### src/rtl/pia_pkg.sv
package pia_pkg;

   localparam int CTL_W = 8;

   // Control register layout, bit 7 down to bit 0
   typedef struct packed {
      logic flag1;      // 7: first-line event (read only)
      logic flag2;      // 6: second-line event (read only)
      logic l2_drive;   // 5: second line is an output
      logic l2_b4;      // 4: input: rising edge / output: manual level mode
      logic l2_b3;      // 3: input: irq enable / output: pulse or manual level
      logic data_sel;   // 2: 1 = data register, 0 = direction register
      logic l1_rise;    // 1: first line active on rising edge
      logic l1_irq_en;  // 0: first-line irq enable
   } ctl_t;

   typedef enum logic [1:0] {
      L2_INPUT     = 2'd0,
      L2_HANDSHAKE = 2'd1,
      L2_PULSE     = 2'd2,
      L2_MANUAL    = 2'd3
   } l2_mode_e;

   function automatic l2_mode_e l2_mode_of(ctl_t c);
      l2_mode_e m;
      if (!c.l2_drive)  m = L2_INPUT;
      else if (c.l2_b4) m = L2_MANUAL;
      else if (c.l2_b3) m = L2_PULSE;
      else              m = L2_HANDSHAKE;
      return m;
   endfunction

endpackage

### src/rtl/pia_bus_decode.sv
module pia_bus_decode #(
   parameter int HOLDOFF_CYC = 16
) (
   input  logic clk,
   input  logic rst_n,
   input  logic cs0,
   input  logic cs1,
   input  logic cs2_n,
   input  logic rd_wr,
   input  logic bus_stb,
   output logic acc_rd,
   output logic acc_wr
);

   if (HOLDOFF_CYC < 0) begin : g_bad_hold
      $error("HOLDOFF_CYC must not be negative");
   end

   logic ready;
   logic selected;

   assign selected = cs0 && cs1 && !cs2_n && bus_stb;

   if (HOLDOFF_CYC == 0) begin : g_no_hold
      assign ready = 1'b1;
   end else begin : g_hold
      localparam int HW = $clog2(HOLDOFF_CYC + 1);
      logic [HW-1:0] hold_cnt;
      always_ff @(posedge clk or negedge rst_n) begin
         if (!rst_n)                hold_cnt <= HW'(HOLDOFF_CYC);
         else if (hold_cnt != '0)   hold_cnt <= hold_cnt - 1'b1;
      end
      assign ready = (hold_cnt == '0);

      AST_HOLD_BOUND: assert property (@(posedge clk) disable iff (!rst_n)
         hold_cnt <= HW'(HOLDOFF_CYC));
   end

   assign acc_rd = selected && ready && rd_wr;
   assign acc_wr = selected && ready && !rd_wr;

   AST_ONE_DIRECTION: assert property (@(posedge clk) disable iff (!rst_n)
      !(acc_rd && acc_wr));

endmodule

### src/rtl/pia_port.sv
module pia_port
   import pia_pkg::*;
#(
   parameter int DATA_W        = 8,
   parameter int PULSE_CYC     = 2,
   parameter bit TRIG_ON_WRITE = 1'b0
) (
   input  logic              clk,
   input  logic              rst_n,
   input  logic              acc_rd,
   input  logic              acc_wr,
   input  logic              sel_ctl,
   input  logic [DATA_W-1:0] wdata,
   input  logic [DATA_W-1:0] pin_in,
   input  logic              l1_in,
   input  logic              l2_in,
   output logic [DATA_W-1:0] rd_val,
   output logic [DATA_W-1:0] port_out,
   output logic [DATA_W-1:0] port_dir,
   output logic              l2_out,
   output logic              l2_oe,
   output logic              irq
);

   if (DATA_W < CTL_W) begin : g_bad_width
      $error("DATA_W must be at least the control register width");
   end
   if (PULSE_CYC < 1) begin : g_bad_pulse
      $error("PULSE_CYC must be at least 1");
   end

   localparam int PW = $clog2(PULSE_CYC + 1);

   logic [5:0]        ctl_lo;
   logic              flag1_q, flag2_q;
   logic [DATA_W-1:0] ddr_q, or_q;
   logic              l1_prev, l2_prev;
   logic              strobe_low;
   logic [PW-1:0]     pulse_cnt;
   ctl_t              ctl;
   l2_mode_e          mode;
   logic              data_rd, data_wr, dir_wr, ctl_wr;
   logic              l1_edge, l2_edge, trig;

   assign ctl  = {flag1_q, flag2_q, ctl_lo};
   assign mode = l2_mode_of(ctl);

   assign data_rd = acc_rd && !sel_ctl &&  ctl.data_sel;
   assign data_wr = acc_wr && !sel_ctl &&  ctl.data_sel;
   assign dir_wr  = acc_wr && !sel_ctl && !ctl.data_sel;
   assign ctl_wr  = acc_wr &&  sel_ctl;

   assign l1_edge = ctl.l1_rise ? (l1_in && !l1_prev) : (!l1_in && l1_prev);
   assign l2_edge = ctl.l2_b4   ? (l2_in && !l2_prev) : (!l2_in && l2_prev);

   if (TRIG_ON_WRITE) begin : g_wr_trig
      assign trig = data_wr;
   end else begin : g_rd_trig
      assign trig = data_rd;
   end

   // registers
   always_ff @(posedge clk or negedge rst_n) begin
      if (!rst_n) begin
         ctl_lo  <= '0;
         ddr_q   <= '0;
         or_q    <= '0;
         l1_prev <= 1'b0;
         l2_prev <= 1'b0;
      end else begin
         l1_prev <= l1_in;
         l2_prev <= l2_in;
         if (ctl_wr)  ctl_lo <= wdata[5:0];
         if (dir_wr)  ddr_q  <= wdata;
         if (data_wr) or_q   <= wdata;
      end
   end

   // event flags: a new edge wins over a clearing read
   always_ff @(posedge clk or negedge rst_n) begin
      if (!rst_n) begin
         flag1_q <= 1'b0;
         flag2_q <= 1'b0;
      end else begin
         if (l1_edge)                     flag1_q <= 1'b1;
         else if (data_rd)                flag1_q <= 1'b0;
         if (l2_edge && mode == L2_INPUT) flag2_q <= 1'b1;
         else if (data_rd)                flag2_q <= 1'b0;
      end
   end

   // second-line strobe sequencing
   always_ff @(posedge clk or negedge rst_n) begin
      if (!rst_n) begin
         strobe_low <= 1'b0;
         pulse_cnt  <= '0;
      end else begin
         if (mode != L2_HANDSHAKE) strobe_low <= 1'b0;
         else if (trig)            strobe_low <= 1'b1;
         else if (l1_edge)         strobe_low <= 1'b0;

         if (mode == L2_PULSE && trig) pulse_cnt <= PW'(PULSE_CYC);
         else if (pulse_cnt != '0)     pulse_cnt <= pulse_cnt - 1'b1;
      end
   end

   always_comb begin
      unique case (mode)
         L2_INPUT:     l2_out = 1'b1;
         L2_HANDSHAKE: l2_out = !strobe_low;
         L2_PULSE:     l2_out = (pulse_cnt == '0);
         default:      l2_out = ctl.l2_b3;
      endcase
   end

   assign l2_oe    = ctl.l2_drive;
   assign port_out = or_q;
   assign port_dir = ddr_q;
   assign irq      = (flag1_q && ctl.l1_irq_en) ||
                     (flag2_q && ctl.l2_b3 && !ctl.l2_drive);

   always_comb begin
      if (sel_ctl)           rd_val = DATA_W'(ctl);
      else if (ctl.data_sel) rd_val = (or_q & ddr_q) | (pin_in & ~ddr_q);
      else                   rd_val = ddr_q;
   end

   AST_HS_RELEASE: assert property (@(posedge clk) disable iff (!rst_n)
      ($past(mode == L2_HANDSHAKE) && mode == L2_HANDSHAKE &&
       $rose(flag1_q) && !$past(trig)) |-> !strobe_low);

   AST_PULSE_BOUND: assert property (@(posedge clk) disable iff (!rst_n)
      pulse_cnt <= PW'(PULSE_CYC));

   AST_FLAG_CLEARED: assert property (@(posedge clk) disable iff (!rst_n)
      (data_rd && !l1_edge) |=> !flag1_q);

   AST_IRQ_NEEDS_FLAG: assert property (@(posedge clk) disable iff (!rst_n)
      irq |-> (flag1_q || flag2_q));

endmodule

### src/rtl/pia_core.sv
module pia_core #(
   parameter int DATA_W      = 8,
   parameter int HOLDOFF_CYC = 16,
   parameter int PULSE_CYC   = 2
) (
   input  logic              clk,
   input  logic              rst_n,
   input  logic              cs0,
   input  logic              cs1,
   input  logic              cs2_n,
   input  logic [1:0]        reg_sel,
   input  logic              rd_wr,
   input  logic              bus_stb,
   input  logic [DATA_W-1:0] wdata,
   output logic [DATA_W-1:0] rdata,
   output logic              rdata_oe,
   input  logic [DATA_W-1:0] pa_in,
   output logic [DATA_W-1:0] pa_out,
   output logic [DATA_W-1:0] pa_dir,
   input  logic [DATA_W-1:0] pb_in,
   output logic [DATA_W-1:0] pb_out,
   output logic [DATA_W-1:0] pb_dir,
   input  logic              ca1,
   input  logic              ca2_in,
   output logic              ca2_out,
   output logic              ca2_oe,
   input  logic              cb1,
   input  logic              cb2_in,
   output logic              cb2_out,
   output logic              cb2_oe,
   output logic              irqa_n,
   output logic              irqb_n
);

   logic              acc_rd, acc_wr;
   logic [DATA_W-1:0] rd_a, rd_b;
   logic              irq_a, irq_b;
   logic              hit_b;

   assign hit_b = reg_sel[1];

   pia_bus_decode #(.HOLDOFF_CYC(HOLDOFF_CYC)) u_dec (
      .clk(clk), .rst_n(rst_n), .cs0(cs0), .cs1(cs1), .cs2_n(cs2_n),
      .rd_wr(rd_wr), .bus_stb(bus_stb), .acc_rd(acc_rd), .acc_wr(acc_wr)
   );

   pia_port #(.DATA_W(DATA_W), .PULSE_CYC(PULSE_CYC), .TRIG_ON_WRITE(1'b0)) u_port_a (
      .clk(clk), .rst_n(rst_n),
      .acc_rd(acc_rd && !hit_b), .acc_wr(acc_wr && !hit_b),
      .sel_ctl(reg_sel[0]), .wdata(wdata), .pin_in(pa_in),
      .l1_in(ca1), .l2_in(ca2_in), .rd_val(rd_a),
      .port_out(pa_out), .port_dir(pa_dir),
      .l2_out(ca2_out), .l2_oe(ca2_oe), .irq(irq_a)
   );

   pia_port #(.DATA_W(DATA_W), .PULSE_CYC(PULSE_CYC), .TRIG_ON_WRITE(1'b1)) u_port_b (
      .clk(clk), .rst_n(rst_n),
      .acc_rd(acc_rd && hit_b), .acc_wr(acc_wr && hit_b),
      .sel_ctl(reg_sel[0]), .wdata(wdata), .pin_in(pb_in),
      .l1_in(cb1), .l2_in(cb2_in), .rd_val(rd_b),
      .port_out(pb_out), .port_dir(pb_dir),
      .l2_out(cb2_out), .l2_oe(cb2_oe), .irq(irq_b)
   );

   assign rdata_oe = acc_rd;
   assign rdata    = !acc_rd ? '0 : (hit_b ? rd_b : rd_a);
   assign irqa_n   = !irq_a;
   assign irqb_n   = !irq_b;

   AST_OE_NEEDS_SELECT: assert property (@(posedge clk) disable iff (!rst_n)
      rdata_oe |-> (cs0 && cs1 && !cs2_n && bus_stb && rd_wr));

   AST_NO_WRITE_UNSELECTED: assert property (@(posedge clk) disable iff (!rst_n)
      !(cs0 && cs1 && !cs2_n && bus_stb) |=> ($stable(pa_out) && $stable(pb_out)));

endmodule

### config.mk
export PLATFORM = sky130hd
export DESIGN_NAME = pia_core
export DESIGN_NICKNAME = d
export VERILOG_FILES = /design/src/rtl/pia_pkg.sv /design/src/rtl/pia_bus_decode.sv /design/src/rtl/pia_port.sv /design/src/rtl/pia_core.sv
export SDC_FILE = /design/constraint.sdc
export NUM_CORES = 1
export LEC_CHECK = 0
export ABC_CLOCK_PERIOD_IN_PS = 2100
export BUFFER_PORTS_ARGS = -buffer_cell sky130_fd_sc_hd__buf_2
export CORE_MARGIN = 4
export CORE_UTILIZATION = 40
export CTS_BUF_LIST = sky130_fd_sc_hd__clkbuf_2
export DETAILED_ROUTE_END_ITERATION = 8
export GPL_TIMING_DRIVEN = 0
export HOLD_SLACK_MARGIN = 0.12
export PLACE_DENSITY = 0.66
export SYNTH_ARGS = -nofsm -noshare
export SYNTH_HDL_FRONTEND = slang
export SYNTH_SLANG_ARGS = --single-unit
### constraint.sdc
create_clock -name clk -period 2.1 [get_ports clk]
set_input_delay 0.105 -clock clk [delete_from_list [all_inputs] [get_ports clk]]
set_output_delay 0.105 -clock clk [all_outputs]
set_load 0.005 [all_outputs]
[Yosys cells after proc, flatten, opt, wreduce, memory -nomap -nowiden]
Index checks and enable logic that the tools add are counted.
Operators by class
  add/sub/neg operators: 3
  equality and inequality tests: 6
  muxes and demuxes: 34
  bitwise operators: 8
  reductions and logical operators: 78
Operator list (number)
  $mux 8: 6
  $logic_and 1x1->1: 40
  $and 8x8->8: 4
  $logic_not 1->1: 20
  $mux 2: 10
  $mux 1: 16
  $not 8->8: 2
  $or 8x8->8: 2
  $reduce_bool 2->1: 8
  $logic_not 2->1: 4
  $pmux 1 s3: 2
  $reduce_bool 3->1: 2
  $logic_not 5->1: 1
  $reduce_bool 5->1: 1
  $sub 5x1->5 const B: 1
  $eq 2x1->1 const B: 2
  $eq 2x2->1 const B: 2
  $ne 2x1->1 const B: 2
  $sub 2x1->2 const B: 2
  $logic_or 1x1->1: 2
Storage, ports and cells
  bits in registers: 63
  bits of input ports: 37
  output and inout bits: 47
  logic and storage cells: 148

[Logic depth before layout (Yosys ltp)]
  depth after elaboration: 10
  mapped depth: 7
  depth with buffers taken out: 6

[By module]
Synthesis repeated with hierarchy kept, for this count alone.
Second synthesis, totals
  cell total of the unflattened synthesis: 301
  area, all modules: 3323.2 um^2
Modules (own cells, without submodules)
  pia_port (u_port_a): instances 1, cells each 118, area each 1435.1 um^2, sequential area each 725.7 um^2
  pia_port (u_port_b): instances 1, cells each 135, area each 1428.9 um^2, sequential area each 725.7 um^2
  pia_bus_decode: instances 1, cells each 25, area each 277.8 um^2, sequential area each 126.4 um^2
  pia_core: instances 1, cells each 23, area each 181.4 um^2, sequential area each 0.0 um^2

[Worst setup path before layout]
Ideal clock, no wire load.
  kind: register to register
  from: register u_dec.g_hold.hold_cnt[0]
  to: register u_port_a.ddr_q[0] (netlist: u_port_a.port_dir[0])
  data arrival time: 1946 ps
  required time: 1975 ps
  setup slack: 29 ps
  cell stages (with the launch flop): 8
  path buffers: 1
  period minus slack after synthesis: 2071 ps
  path through: dfrtp_1 inv_1 ha_1 or4b_4 nor2_8 and4bb_1 buf_4 mux2_2
Between the ends
  longest elaborated chain between the ends: 6
RTL lines
  from (decl): line pia_bus_decode.sv:28  | logic [HW-1:0] hold_cnt;
  from (signal assigned): line pia_bus_decode.sv:30  | if (!rst_n) hold_cnt <= HW'(HOLDOFF_CYC);
  from (signal assigned): line pia_bus_decode.sv:31  | else if (hold_cnt != '0) hold_cnt <= hold_cnt - 1'b1;
  $logic_not 5->1: line pia_bus_decode.sv:33  | assign ready = (hold_cnt == '0);
  $logic_and 1x1->1 (2 in a row): line pia_bus_decode.sv:40  | assign acc_wr = selected && ready && !rd_wr;
  $logic_and 1x1->1: line pia_core.sv:49  | .acc_rd(acc_rd && !hit_b), .acc_wr(acc_wr && !hit_b),
  $logic_and 1x1->1 (2 in a row): line pia_port.sv:50  | assign dir_wr = acc_wr && !sel_ctl && !ctl.data_sel;
  to (signal assigned): line pia_port.sv:74  | if (dir_wr) ddr_q <= wdata;
  to (decl): line pia_port.sv:36  | logic [DATA_W-1:0] ddr_q, or_q;
Every way passes these cells.
A chain may end at the register's enable or synchronous reset.

[Final worst setup path]
  from: register u_dec.g_hold.hold_cnt[0]
  to: output port rdata[7]
Between the ends
  longest elaborated chain between the ends: 4
RTL lines
  $logic_not 5->1: line pia_bus_decode.sv:33
  $logic_and 1x1->1 (2 in a row): line pia_bus_decode.sv:39  | assign acc_rd = selected && ready && rd_wr;
  $mux 8: line pia_core.sv:66  | assign rdata = !acc_rd ? '0 : (hit_b ? rd_b : rd_a);
  to (decl): line pia_core.sv:15  | output logic [DATA_W-1:0] rdata,
Every way passes these cells.

==> impl_metrics.csv <==
group,metric,value,unit
clock_network,clkTransAtPathRegs,220,ps
detailed_routing,drt-pass1-iter-count,4,
setup_path,start_kind,"flip-flop",
setup_path,critPathRequiredTime,2000,ps
timing,slew_viol_final,0,
detailed_routing,drc,0,
layout,drive_above_1_share,44.6,%
yosys,yosysSeqAreaShare,49.9,%
yosys,synth_ff_type,"dfrtp_1",
timing,fin_tns_setup,-8800,ps
pwr,power.total,3.05,mW
detailed_routing,via_count,2725,
timing,finalHoldViolCount,0,
detailed_routing,routed_wl,8.88,mm
flow_run,maxCapViolCount,0,
clock_network,htreeDepth,3,
layout,fill_cells,680,
floorplanning,coreArea,0.00769,mm²
grt,grt_max_degree,64,
timing,setup_viol,54,
floorplanning,die_area,0.00938,mm²
floorplanning,die_y,96.9,µm
grt,overflow,0,
clock_network,clock-root-buffer,"clkbuf_2",
layout,syn_to_final_growth,35.1,%
yosys,yosysWarnings,0,
run_status,violations,"setup timing",
timing,relSlewSlack,45.5,%
layout,diodes,0,
layout,multi_input_area,0.00163,mm²
clock_network,ctsLongestPathBuffers,2,
timing,setup_ws,-324,ps
grt,grt_pass1_vias,2802,
worst_hold_path,min-delay-path-class,"primary input to async pin",
detailed_routing,ant_nets,0,
placement,hpwlAfterDp,5.97,mm
detailed_routing,drt_iter0_drc,99,
placement,place_area,0.00370,mm²
timing,timing.final.crit_period,2420,ps
setup_path,critPathMaxFanout,9,
setup_path,crit_arrival,2320,ps
clock_network,cts_made_buffers,9,
clock_network,worstSkewPairLatency,530,ps
grt,antenna_found_initial,0,
clock_network,cts_tree,"done",
yosys,syn_inst,280,
yosys,postSynthAreaPerCell,11.3,µm²
placement,io_buffers,83,
yosys,ys_seq_elements,63,
clock_network,cts_num_sinks,63,
yosys,synthesis.nets,321,
yosys,async_flop_share,100,%
layout,regArea,0.00158,mm²
layout,fin_area,0.00427,mm²
yosys,netlist_area,0.00316,mm²
yosys,synth_cell_type_count,48,
yosys,synth_enable_flop_cells,0,
timing,fin_crit_sh,115,%
pwr,pwr_density_cell,714,mW/mm²
floorplanning,start_util,41.1,%
floorplanning,die_w,96.9,µm
pwr,power_leakage,2.03,nW
timing,fmax,413,MHz
floorplanning,fp-row-count,32,
setup_path,critPathCaptureType,"output port",
grt,grt_pass1_wl,14.1,mm
timing,worst_slew_pin_slew,818,ps
setup_path,worst-setup-path-type,"flip-flop to output port",
layout,fin_nets,437,
setup_path,worstReg2RegEnd,"u_port_a.port_dir[7]$_DFFE_PN0P_",
detailed_routing,wire_per_inst,17.7,µm
placement,gp_congestion,0.818,
floorplanning,ios,84,
timing,rsz0062_at_grt,"yes",
grt,grtUsageTotal,18.7,%
setup_path,r2r_cells,9,
detailed_routing,via_per_inst,5.42,
setup_path,worstReg2RegStart,"u_dec.g_hold.hold_cnt[0]$_DFFE_PN0P_",
layout,finish.utilization,55.5,%
setup_path,r2r_slack,-270,ps
timing,clock-skew-final,41.9,ps
run_status,outcome,"finished, violations left",
pwr,vdd_drop_max,0.366,mV
state kept, by name, summed over array words and instances (netlist names):
register and cells:
u_port_a.port_dir 8, u_port_b.flag2_q 1, u_port_a.flag1_q 1, u_port_b.strobe_low 1, u_port_b.port_dir 8, u_port_a.l1_prev 1
u_port_a.pulse_cnt 2, u_port_a.port_out 8, u_port_b.l1_prev 1, u_port_b.l2_prev 1, u_port_a.strobe_low 1, u_port_a.flag2_q 1
u_port_a.ctl_lo 6, u_port_a.l2_prev 1, u_port_b.port_out 8, u_port_b.pulse_cnt 2, u_dec.g_hold.hold_cnt 5, u_port_b.flag1_q 1
u_port_b.ctl_lo 6
repair_timing:
item | 4_1_cts | 5_1_grt
setup endpoints to repair | 56 | 63
endpoints found under the hold margin | 119 | 1
hold buffers | 15 | 1
pin swaps | 4 | 2
setup buffers | 6 | 3
gates resized for setup | 28 | 19
per-layer routing:
layer / part of all wire (%) / vias to the layer above / GRT usage (%)
met5: 0 / - / 0
met4: 1.9 / 0 / 7.45
met3: 5.5 / 17 / 3.75
met2: 49 / 93 / 31.3
met1: 44 / 1351 / 23.7
li1: - / 1264 / -
cell usage after synthesis, types with 2 or more instances:
| master | n | area share, % |
|---|---|---|
| nand4b_2 | 2 | 0.95 |
| dfrtp_1 | 62 | 49 |
| o21ai_0 | 7 | 1.1 |
| mux2_2 | 45 | 16 |
| a211oi_1 | 5 | 1.2 |
| nand2b_1 | 2 | 0.40 |
| a311oi_1 | 9 | 2.5 |
| a21o_1 | 2 | 0.48 |
| a32oi_1 | 2 | 0.55 |
| nand3_1 | 2 | 0.32 |
| ha_1 | 4 | 1.6 |
| clkbuf_1 | 9 | 1.1 |
| a22o_1 | 2 | 0.55 |
| a221oi_1 | 6 | 1.7 |
| xnor2_1 | 3 | 0.83 |
| buf_1 | 2 | 0.24 |
| a21oi_1 | 30 | 4.8 |
| a311o_1 | 5 | 1.6 |
| inv_1 | 26 | 3.1 |
| nand2_1 | 10 | 1.2 |
| nor3b_1 | 2 | 0.48 |
| nor3_1 | 2 | 0.32 |
| nor2b_1 | 3 | 0.59 |
| nor2_1 | 14 | 1.7 |
critical path, stage by stage, from the launching register on:
cell and delay, ps:
dfrtp_1 450, inv_2 90, ha_4 140, or4b_4 510
nor2_8 140, nand2_8 110, a221oi_4 220, buf_2 160
cells by family (layout without fill, tap and decap cells):
logic type	count (synthesis)	in the layout	share of synthesized area (%)
DFF	63	63	49.9
AOI/OAI and AO/OA	77	77	16.9
buffers and inverters	39	160	4.79
muxes	45	45	16.0
adders and majority gates	4	4	1.58
xor gates and xnor gates	4	4	1.11
and+or+nand+nor	48	48	9.62
report_power, final:
part,internal [mW],leakage (nW),switching (mW),total (mW)
Sequential,1.34,0.816,0.119,1.46
Clock,0.395,0.0797,0.488,0.884
Combinational,0.348,1.14,0.352,0.701
Total,2.09,2.03,0.960,3.05
area by class of cell:
| cell class | count | area share [%] |
|---|---|---|
| Buffer | 11 | 1.23 |
| Sequential cell | 63 | 37.0 |
| Multi-Input combinational cell | 178 | 38.1 |
| Timing Repair Buffer | 107 | 15.0 |
| Inverter | 26 | 2.29 |
| Clock inverter | 7 | 2.29 |
| Clock buffer | 9 | 1.06 |
| Tap cell | 102 | 2.99 |
layout by cell type (no fill, tap or decap), types with 5 or more instances in the layout:
master | synthesis | routed
buf_2 | 1 | 83
dfrtp_1 | 62 | 61
mux2_2 | 45 | 31
a21oi_1 | 30 | 30
inv_1 | 26 | 24
dlygate4sd3_1 | 0 | 16
nor2_1 | 14 | 14
mux2_4 | 0 | 14
clkbuf_2 | 0 | 11
nand2_1 | 10 | 9
a311oi_1 | 9 | 8
buf_4 | 1 | 8
clkbuf_1 | 9 | 6
o21ai_0 | 7 | 6
a311o_1 | 5 | 5
how the worst max path moves through the flow:
| stage | from | end | cells after the start |
|---|---|---|---|
| after floorplan | u_dec.g_hold.hold_cnt[0]$_DFFE_PN0P_ | u_port_a.port_dir[0]$_DFFE_PN0P_ | 7 |
| after global placement | u_dec.g_hold.hold_cnt[0]$_DFFE_PN0P_ | u_port_b.pulse_cnt[0]$_DFFE_PN0P_ | 6 |
| after detailed placement | u_dec.g_hold.hold_cnt[0]$_DFFE_PN0P_ | u_port_b.pulse_cnt[0]$_DFFE_PN0P_ | 6 |
| after CTS | u_dec.g_hold.hold_cnt[0]$_DFFE_PN0P_ | rdata[1] | 7 |
| after global routing | u_dec.g_hold.hold_cnt[0]$_DFFE_PN0P_ | u_port_b.pulse_cnt[0]$_DFFE_PN0P_ | 6 |
| final | u_dec.g_hold.hold_cnt[0]$_DFFE_PN0P_ | rdata[7] | 7 |
stage by stage:
stage	instances	setup WS [ps]	hold slack, ps
2_1_floorplan	280	28.8	-191
3_3_place_gp	465	-262	242
3_5_place_dp	465	-330	246
4_1_cts	501	-328	122
5_1_grt	503	-413	213
6_report	503	-324	178
Note: power is estimated with default switching activity, not from simulation.
